$ cat src/rtl/tlb_pkg.sv
`timescale 1ns/1ps
package tlb_pkg;

  localparam int VPN_W  = 20;
  localparam int WORD_W = 32;

  typedef enum logic [1:0] {
    LVL_PAGE   = 2'd0,
    LVL_SEG    = 2'd1,
    LVL_REGION = 2'd2,
    LVL_BAD    = 2'd3
  } map_level_e;

  localparam logic [2:0] KIND_PAGE   = 3'd0;
  localparam logic [2:0] KIND_SEG    = 3'd1;
  localparam logic [2:0] KIND_REGION = 3'd2;
  localparam logic [2:0] KIND_CTX    = 3'd3;
  localparam logic [2:0] KIND_ALL    = 3'd4;

  typedef struct packed {
    logic       flushEn;
    logic [2:0] flushKind;
    logic       probeEn;
    logic       probeSel;
    logic       fillEn;
  } tlb_strobe_t;

  function automatic logic vpnAgree(input logic [VPN_W-1:0] a,
                                    input logic [VPN_W-1:0] b,
                                    input logic [1:0]       gran);
    case (gran)
      2'd0:    vpnAgree = (a == b);
      2'd1:    vpnAgree = (a[VPN_W-1:6] == b[VPN_W-1:6]);
      default: vpnAgree = (a[VPN_W-1:12] == b[VPN_W-1:12]);
    endcase
  endfunction

  function automatic logic [1:0] coarser(input logic [1:0] a, input logic [1:0] b);
    coarser = (a > b) ? a : b;
  endfunction

endpackage

$ cat src/rtl/tlb_ctrl.sv
`timescale 1ns/1ps
module tlb_ctrl
  import tlb_pkg::*;
#(
  parameter int ENTRIES = 16
) (
  input  logic                       clk,
  input  logic                       rstN,
  input  logic                       ctlEn,
  input  logic                       ctlWr,
  input  logic [3:0]                 ctlCode,
  input  logic                       fillReq,
  input  logic [1:0]                 fillLevel,
  output tlb_strobe_t                strobe,
  output logic [$clog2(ENTRIES)-1:0] fillSlot
);
  localparam int IDX_W = $clog2(ENTRIES);
  localparam logic [IDX_W-1:0] LAST = IDX_W'(ENTRIES - 1);

  logic             codeLegal;
  logic [IDX_W-1:0] ptrQ;

  assign codeLegal = (ctlCode <= 4'd4);

  always_comb begin
    strobe.flushEn   = ctlEn && ctlWr && codeLegal;
    strobe.flushKind = ctlCode[2:0];
    strobe.probeEn   = ctlEn && !ctlWr;
    strobe.probeSel  = (ctlCode == 4'd4);
    strobe.fillEn    = fillReq && (fillLevel != LVL_BAD);
  end

  always_ff @(posedge clk or negedge rstN) begin
    if (!rstN)               ptrQ <= '0;
    else if (strobe.fillEn)  ptrQ <= (ptrQ == LAST) ? '0 : ptrQ + 1'b1;
  end

  assign fillSlot = ptrQ;

  p_ptr_hold_r3: assert property (@(posedge clk) disable iff (!rstN)
    !(fillReq && (fillLevel != LVL_BAD)) |=> $stable(fillSlot));

  p_ptr_wrap_r3: assert property (@(posedge clk) disable iff (!rstN)
    (strobe.fillEn && fillSlot == LAST) |=> (fillSlot == '0));

  p_reserved_code_r4: assert property (@(posedge clk) disable iff (!rstN)
    (ctlEn && ctlWr && ctlCode[3]) |-> !strobe.flushEn);

endmodule

$ cat src/rtl/tlb_datapath.sv
`timescale 1ns/1ps
module tlb_datapath
  import tlb_pkg::*;
#(
  parameter int ENTRIES = 16,
  parameter int CTX_W   = 8
) (
  input  logic                       clk,
  input  logic                       rstN,
  input  tlb_strobe_t                strobe,
  input  logic [$clog2(ENTRIES)-1:0] fillSlot,
  input  logic [CTX_W-1:0]           curCtx,
  input  logic [VPN_W-1:0]           lkVpn,
  input  logic [VPN_W-1:0]           fillVpn,
  input  logic [1:0]                 fillLevel,
  input  logic [WORD_W-1:0]          fillWord,
  input  logic [VPN_W-1:0]           ctlVpn,
  output logic                       lkHit,
  output logic [WORD_W-1:0]          lkWord,
  output logic                       rdValid,
  output logic [WORD_W-1:0]          rdData
);
  logic [ENTRIES-1:0] validQ;
  logic [CTX_W-1:0]   ctxQ  [ENTRIES];
  logic [VPN_W-1:0]   vpnQ  [ENTRIES];
  logic [1:0]         lvlQ  [ENTRIES];
  logic [WORD_W-1:0]  wordQ [ENTRIES];

  logic [ENTRIES-1:0] ctxEq;
  logic [ENTRIES-1:0] lkMatch;
  logic [ENTRIES-1:0] prMatch;
  logic [ENTRIES-1:0] killVec;

  genvar gi;
  generate
    for (gi = 0; gi < ENTRIES; gi++) begin : g_entry
      assign ctxEq[gi]   = validQ[gi] && (ctxQ[gi] == curCtx);
      assign lkMatch[gi] = ctxEq[gi] && vpnAgree(lkVpn, vpnQ[gi], lvlQ[gi]);
      assign prMatch[gi] = ctxEq[gi] && vpnAgree(ctlVpn, vpnQ[gi], lvlQ[gi]);

      always_comb begin
        case (strobe.flushKind)
          KIND_PAGE, KIND_SEG, KIND_REGION:
            killVec[gi] = ctxEq[gi] &&
                          vpnAgree(ctlVpn, vpnQ[gi], coarser(strobe.flushKind[1:0], lvlQ[gi]));
          KIND_CTX: killVec[gi] = ctxEq[gi];
          KIND_ALL: killVec[gi] = 1'b1;
          default:  killVec[gi] = 1'b0;
        endcase
      end

      always_ff @(posedge clk or negedge rstN) begin
        if (!rstN) begin
          validQ[gi] <= 1'b0;
        end else if (strobe.fillEn && fillSlot == gi) begin
          validQ[gi] <= 1'b1;
        end else if (strobe.flushEn && killVec[gi]) begin
          validQ[gi] <= 1'b0;
        end
      end

      always_ff @(posedge clk or negedge rstN) begin
        if (!rstN) begin
          ctxQ[gi]  <= '0;
          vpnQ[gi]  <= '0;
          lvlQ[gi]  <= LVL_PAGE;
          wordQ[gi] <= '0;
        end else if (strobe.fillEn && fillSlot == gi) begin
          ctxQ[gi]  <= curCtx;
          vpnQ[gi]  <= fillVpn;
          lvlQ[gi]  <= fillLevel;
          wordQ[gi] <= fillWord;
        end
      end
    end
  endgenerate

  logic              prHit;
  logic [WORD_W-1:0] prWord;

  always_comb begin
    lkHit  = 1'b0;
    lkWord = '0;
    prHit  = 1'b0;
    prWord = '0;
    for (int i = ENTRIES - 1; i >= 0; i--) begin
      if (lkMatch[i]) begin
        lkHit  = 1'b1;
        lkWord = wordQ[i];
      end
      if (prMatch[i]) begin
        prHit  = 1'b1;
        prWord = wordQ[i];
      end
    end
  end

  always_ff @(posedge clk or negedge rstN) begin
    if (!rstN) begin
      rdValid <= 1'b0;
      rdData  <= '0;
    end else begin
      rdValid <= strobe.probeEn;
      rdData  <= (strobe.probeEn && strobe.probeSel && prHit) ? prWord : '0;
    end
  end

  p_miss_zero_r2: assert property (@(posedge clk) disable iff (!rstN)
    !lkHit |-> (lkWord == '0));

  p_all_clear_r7: assert property (@(posedge clk) disable iff (!rstN)
    (strobe.flushEn && strobe.flushKind == KIND_ALL && !strobe.fillEn) |=> (validQ == '0));

  p_fill_live_r10: assert property (@(posedge clk) disable iff (!rstN)
    strobe.fillEn |=> validQ[$past(fillSlot)]);

  p_probe_ack_r8: assert property (@(posedge clk) disable iff (!rstN)
    strobe.probeEn |=> rdValid);

  p_probe_idle_r8: assert property (@(posedge clk) disable iff (!rstN)
    !strobe.probeEn |=> (!rdValid && rdData == '0));

endmodule

$ cat src/rtl/scoped_tlb.sv
`timescale 1ns/1ps
module scoped_tlb
  import tlb_pkg::*;
#(
  parameter int ENTRIES = 16,
  parameter int CTX_W   = 8
) (
  input  logic              clk,
  input  logic              rstN,
  input  logic [CTX_W-1:0]  curCtx,
  input  logic [19:0]       lkVa,
  output logic              lkHit,
  output logic [31:0]       lkPte,
  input  logic              fillEn,
  input  logic [19:0]       fillVa,
  input  logic [1:0]        fillLevel,
  input  logic [31:0]       fillPte,
  input  logic              ctlEn,
  input  logic              ctlWr,
  input  logic [23:0]       ctlAddr,
  output logic              rdValid,
  output logic [31:0]       rdData
);
  localparam int IDX_W = $clog2(ENTRIES);

  tlb_strobe_t      strobe;
  logic [IDX_W-1:0] fillSlot;

  tlb_ctrl #(.ENTRIES(ENTRIES)) u_ctrl (
    .clk       (clk),
    .rstN      (rstN),
    .ctlEn     (ctlEn),
    .ctlWr     (ctlWr),
    .ctlCode   (ctlAddr[3:0]),
    .fillReq   (fillEn),
    .fillLevel (fillLevel),
    .strobe    (strobe),
    .fillSlot  (fillSlot)
  );

  tlb_datapath #(.ENTRIES(ENTRIES), .CTX_W(CTX_W)) u_dp (
    .clk       (clk),
    .rstN      (rstN),
    .strobe    (strobe),
    .fillSlot  (fillSlot),
    .curCtx    (curCtx),
    .lkVpn     (lkVa),
    .fillVpn   (fillVa),
    .fillLevel (fillLevel),
    .fillWord  (fillPte),
    .ctlVpn    (ctlAddr[23:4]),
    .lkHit     (lkHit),
    .lkWord    (lkPte),
    .rdValid   (rdValid),
    .rdData    (rdData)
  );

endmodule

$ cat config.mk
export PLATFORM = sky130hd
export DESIGN_NAME = scoped_tlb
export DESIGN_NICKNAME = d
export VERILOG_FILES = /design/src/rtl/tlb_pkg.sv /design/src/rtl/tlb_ctrl.sv /design/src/rtl/tlb_datapath.sv /design/src/rtl/scoped_tlb.sv
export SDC_FILE = /design/constraint.sdc
export NUM_CORES = 2
export LEC_CHECK = 0
export CAP_MARGIN = 40
export CORE_MARGIN = 2
export CORE_UTILIZATION = 40
export CTS_BUF_LIST = sky130_fd_sc_hd__clkbuf_8
export CTS_CLUSTER_SIZE = 16
export DETAILED_ROUTE_END_ITERATION = 10
export GPL_TIMING_DRIVEN = 0
export PLACE_DENSITY = 0.61
export SYNTH_ARGS = -nofsm -noshare
export SYNTH_HDL_FRONTEND = slang
export SYNTH_SLANG_ARGS = --single-unit
$ cat constraint.sdc
create_clock -name clk -period 5.1 [get_ports clk]
set_input_delay 1.275 -clock clk [delete_from_list [all_inputs] [get_ports clk]]
set_output_delay 1.275 -clock clk [all_outputs]
set_load 0.05 [all_outputs]
Word level (Yosys, flattened, before mapping)
Index checks and enable logic that the tools add are counted.
{ "totals": {"register_bits": 1045, "input_bits": 111, "out_inout_bits": 66} }
{ "op_classes": {"addsub": 1, "magnitude_cmp": 17, "n_eq_ne": 165, "muxes": 194, "n_reduce_logical": 154} }
{ "op_table": {"columns": ["op", "count"], "rows": [
  ["32-bit two-way mux", 33],
  ["20-bit == test", 32],
  ["14-bit == test", 32],
  ["8-bit == test", 48],
  ["1-bit logical AND", 102],
  ["1-bit case mux with 2 select lines", 48],
  ["1-bit two-way mux", 80],
  ["2-bit by 1-bit == test with 1-bit output, second input constant", 32],
  ["2-bit logical NOT", 32],
  ["1-bit case mux with 3 select lines", 16],
  ["4-bit == test, second input constant", 8],
  ["2-bit greater-than comparator", 16],
  ["2-bit two-way mux", 16],
  ["2-bit nonzero test", 16],
  ["4-bit by 3-bit == test with 1-bit output, second input constant", 5],
  ["4-bit by 2-bit == test with 1-bit output, second input constant", 2],
  ["3-bit by 2-bit == test with 1-bit output, second input constant", 2],
  ["4-bit by 1-bit adder with 4-bit output, second input constant", 1],
  ["4-bit by 1-bit == test with 1-bit output, second input constant", 1],
  ["4-bit by 3-bit less-or-equal comparator with 1-bit output, second input constant", 1],
  ["4-bit logical NOT", 1],
  ["4-bit two-way mux", 1],
  ["3-bit by 1-bit == test with 1-bit output, second input constant", 1],
  ["3-bit == test, second input constant", 1],
  ["other kinds (4)", 4]
]} }

Longest topological paths before layout
{ "logic_depth": {"depth_word": 21, "ltp_mapped": 14} }

Modules after synthesis
A second synthesis with hierarchy kept.
{ "hier_totals": {"hier_cells": 5719, "hier_area_um2": 59827.4} }
{ "by_module_without_submodules": {"columns": ["mod", "instances", "cells_each", "area_each_um2", "seq_area_each_um2"], "rows": [
  ["tlb_datapath", 1, 5696, 59569.6, 26050.0],
  ["tlb_ctrl", 1, 23, 257.7, 100.1]
]} }

Least setup slack after synthesis
No wires, ideal clock.
{ "synth_path": {"path_kind": "input -> output", "startpoint": "input curCtx[5]", "endpoint": "output lkPte[12]", "arrival_time_ns": 4.397, "t_required_ns": 3.825, "setup_slack_ns": -0.572, "cell_stages": 13, "n_path_buf": 4, "cell_sequence": "buf_2 -> buf_2 -> buf_2 -> xnor2_1 -> nand3_1 -> nor3_1 -> nor4b_2 -> buf_4 -> nor3_1 -> nor3_1 -> o21bai_1 -> a221o_1 -> a31oi_1"} }
{ "synth_between": {"elab_chain_cells": 19, "elab_cells_between_ends": 64, "cone_classes": "eq/ne (16); mux (16); reduce/logical (32)"} }
{ "synth_lines": {"columns": ["item", "line_no", "text"], "rows": [
  ["start, declared", "scoped_tlb.sv:10", "input logic [CTX_W-1:0] curCtx,"],
  ["8-bit == test", "tlb_datapath.sv:37", "assign ctxEq[gi] = validQ[gi] && (ctxQ[gi] == curCtx);"],
  ["1-bit logical AND", "tlb_datapath.sv:37", null],
  ["1-bit logical AND", "tlb_datapath.sv:38", "assign lkMatch[gi] = ctxEq[gi] && vpnAgree(lkVpn, vpnQ[gi], lvlQ[gi]);"],
  ["32-bit two-way mux (15 in series)", "tlb_datapath.sv:87", "if (lkMatch[i]) begin"],
  ["32-bit two-way mux *", "tlb_datapath.sv:87", null],
  ["end, declared", "scoped_tlb.sv:13", "output logic [31:0] lkPte,"]
]} }
Mark *: on every way between the ends. The rest lies on a longest branch, timed or not.

Worst setup path after layout
{ "layout_path": {"startpoint": "input lkVa[17]", "endpoint": "output lkPte[11]"} }
{ "layout_between": {"elab_chain_cells": 19, "elab_cells_between_ends": 96, "cone_classes": "eq/ne (48); mux (32); reduce/logical (16)"} }
{ "layout_lines": {"columns": ["item", "line_no", "text"], "rows": [
  ["start, declared", "scoped_tlb.sv:11", "input logic [19:0] lkVa,"],
  ["20-bit == test (tied with other cells)", "tlb_pkg.sv:32", "2'd0: vpnAgree = (a == b);"],
  ["1-bit case mux with 2 select lines", "tlb_pkg.sv:31", "case (gran)"],
  ["1-bit logical AND", "tlb_datapath.sv:38", null],
  ["32-bit two-way mux (15 in series)", "tlb_datapath.sv:87", null],
  ["32-bit two-way mux *", "tlb_datapath.sv:87", null]
]} }
Marked as above.

==> reports/results.ini <==
[run_status]
status=finished with violations
violations=negative setup slack

[place]
dp_cells=7771
gp_congestion=0.999
io_buffers=126
preCtsSetupSlack_ns=-2.96
place_hpwl_mm=180

[final_layout]
area_delta_synth_final_pct=24.6
layout-drive-gt1-share_pct=34.3
fin_nets=6257
final-instance-count-excl-fill=8255
fin_util_pct=50.1

[grt]
grt_pass1_vias=49400
track_usage_pct=32.8
grt_first_pass_wirelength_mm=361
grt_overflow=0
grt_max_degree=166
antenna_found_initial=16

[timing]
fin_crit_sh_pct=113
setup_ws_ns=-0.682
fmax_ghz=0.173
hold_violations=0
rsz0062_at_grt=true
maxSlewHeadroom_pct=28.7
finClkSkew_ns=0.0606
tightest_slew_ns=1.07
post-route-min-period_ns=5.78
tns_ns=-17.80
drv_slew=0
setup_viol=33

[hold_path]
hold_path.class=primary input to async pin

[detailed_routing]
drt_iter0_markers=6899
ant_nets=0
totalWireLength_mm=257
wire_per_inst_um=31.1
drc=0
num_vias=51100
vias_per_cell=6.19
drtPass1Iterations=10

[setup_path]
critPathKind=primary input to output port
cp_common_cell=a221o_1
worst-path-max-fanout=10
cp-start-kind=primary input
crit_required_ns=3.83
crit_arrival_ns=4.51
endpoint_kind=output port
cp_cell_sequence=buf_4, buf_8, xor2_1, nor4_2, nand2_2, nor4_4, buf_4, buf_6, a21oi_1, a221o_1, a221o_1, a221o_1, a31oi_4, buf_6
crit_slowest_cell=a221o_1
cp_slowest_stage_delay_ns=0.37

[clock_tree]
root_buffer=clkbuf_8
cts_num_sinks=1045
path_clk_slew_ns=0.05
cts_buffer_depth=3
htreeDepth=4
insertion_delay_ns=0.99
tritoncts=yes
numCtsBuffers=186

[pwr]
p_per_area_nw_per_um2=449
p_leak_nw=33.0
p_switching_mw=11.9
ir_drop_uv=250
switching_share_pct=35.5
pwr-share-clk_pct=24.3
power.share.sequential_pct=46.5
p_comb_share_pct=29.2
internal_power_mw=21.7

[logic_synthesis]
synthFlopType=dfrtp_1
synth.top_cell.area_share_pct=43.6
syn_nets=5667
yosys-top-cells-area=dfrtp_1 (44%), mux2_2 (18%), xor2_1 (7.2%)
synth_seq_cells=1045
synth_most_common_cell=dfrtp_1
ys_seq_area_share_pct=43.6
netlist_area_um2=60000
yosysUniqueCellTypes=78
synthCells=5504
yosys.area.top_type=dfrtp_1
yosysWarnings=0
synth.avg_cell_area_um2=10.9
synth_edf_count=0
yosys-top-cells-count=dfrtp_1 (1,045), mux2_2 (984), xor2_1 (496)
async_flop_share_pct=100

[floorplanning]
placementRows=142
io-pin-count=177
fp.dieH_um=391
core_um2=149000
start_util_pct=40.2
dieWidth_um=391
dieArea_um2=153000

[job]
max_cap_viol_count=0

## cell families (layout without fill, tap and decap cells)
kind of cell | after synthesis | after routing | synth area share [%]
AND/OR/NAND/NOR | 970 | 970 | 7.97
XOR/XNOR | 770 | 770 | 11.2
flip-flops | 1045 | 1045 | 43.6
adder cells (fa/ha/maj) | 52 | 52 | 1.08
AO/OA/AOI/OAI | 1047 | 1047 | 12.2
multiplexers | 1055 | 1055 | 19.9
other | 0 | 10 | 0
buffers and inverters | 565 | 1290 | 4.06
## area by class of cell
class | count | area, µm²
fill | 13400 | 74600
multi-input combinational | 3894 | 33900
sequential | 1045 | 26200
timing repair buffer | 408 | 4790
buffer | 471 | 3320
clock buffer | 225 | 3100
tap | 2016 | 2520
clock inverter | 98 | 646
inverter | 88 | 330
antenna | 10 | 25.0
## critical path, delay by kind of cell
family | cells | cell delay (ns)
and+or+nand+nor | 3 | 0.85
xor gates and xnor gates | 1 | 0.16
buffers and inverters | 5 | 0.90
AOI/OAI and AO/OA | 5 | 1.29
## path summary, 6_finish.rpt
check                                            from                     endpoint  slack [ns]  depth (start not counted)
min                                              rstN   u_dp.vpnQ[263]$_DFFE_PN0P_        0.19                          1
max                                          lkVa[17]                    lkPte[11]       -0.68                         14
min in group clk           u_dp.validQ[7]$_DFFE_PN0P_   u_dp.validQ[7]$_DFFE_PN0P_        0.49                          2
min reg2reg                u_dp.validQ[7]$_DFFE_PN0P_   u_dp.validQ[7]$_DFFE_PN0P_        0.49                          2
max reg2reg                 u_dp.vpnQ[39]$_DFFE_PN0P_    u_dp.rdData[29]$_DFF_PN0_        0.31                         10
max in group asynchronous                        rstN  u_dp.wordQ[424]$_DFFE_PN0P_        1.97                          5
## cells in the final DEF, fill, tap and decap left out, drive strengths merged, types with 36 or more instances in the layout
cell type      synthesis  final
a22oi                 54     54
clkbuf               295    505
ha                    52     52
nor4                 120    120
nand3                171    171
o21ai                141    141
nor2                 124    124
a31oi                 50     50
nand2                333    333
and2                  40     40
mux2i                 43     43
a221oi                62     62
dfrtp               1045   1045
a21oi                278    278
o21bai                63     63
nand4                 49     49
clkdlybuf4s50          0     92
o221ai                65     65
mux2                1012   1012
buf                  182    505
or3                   36     36
xnor2                274    274
inv                   87    148
a21o                  52     52
o22ai                 43     43
xor2                 496    496
## metal layers
layer | part of all wire [%] | track usage [%] | vias to the layer above
met5 | 0.032 | 0.159 | -
met4 | 5.9 | 17.7 | 14
met3 | 11 | 9.26 | 761
met2 | 42 | 46.9 | 3353
met1 | 41 | 44.6 | 26000
li1 | - | - | 21000
## sequential cells by signal, indices dropped and copies added, names as in the netlist
signal,flops
u_ctrl.fillSlot,4
u_dp.ctxQ,128
u_dp.lvlQ,32
u_dp.rdData,32
u_dp.rdValid,1
u_dp.validQ,16
u_dp.vpnQ,320
u_dp.wordQ,512
## timing repair
action / CTS / global route
setup buffers: 101 / 46
resized for setup: 818 / 258
hold buffers: 0 / 0
pin swaps: 100 / 102
gates cloned: 8 / 5
endpoints found under the setup margin: 33 / 33
## power groups by stage
stage	combinational, mW	sequential (mW)	clock [mW]
after floorplan	7.18	14.4	0
after global placement	8.73	15.4	0
after detailed placement	9.18	15.5	0
after CTS	9.55	15.4	8.23
after global routing	10.6	16.0	8.59
final	9.80	15.6	8.16
## metrics by stage
stage                     hold WS (ns)  total power [mW]  area (µm²)
after global routing             0.194              35.1       74800
after CTS                        0.157              33.2       73300
after detailed placement         0.467              24.7       66000
after floorplan                  0.441              21.5       60600
final                            0.190              33.6       74800
after global placement           0.458              24.1       64400
No activity file was read; power rests on OpenSTA's default activity.
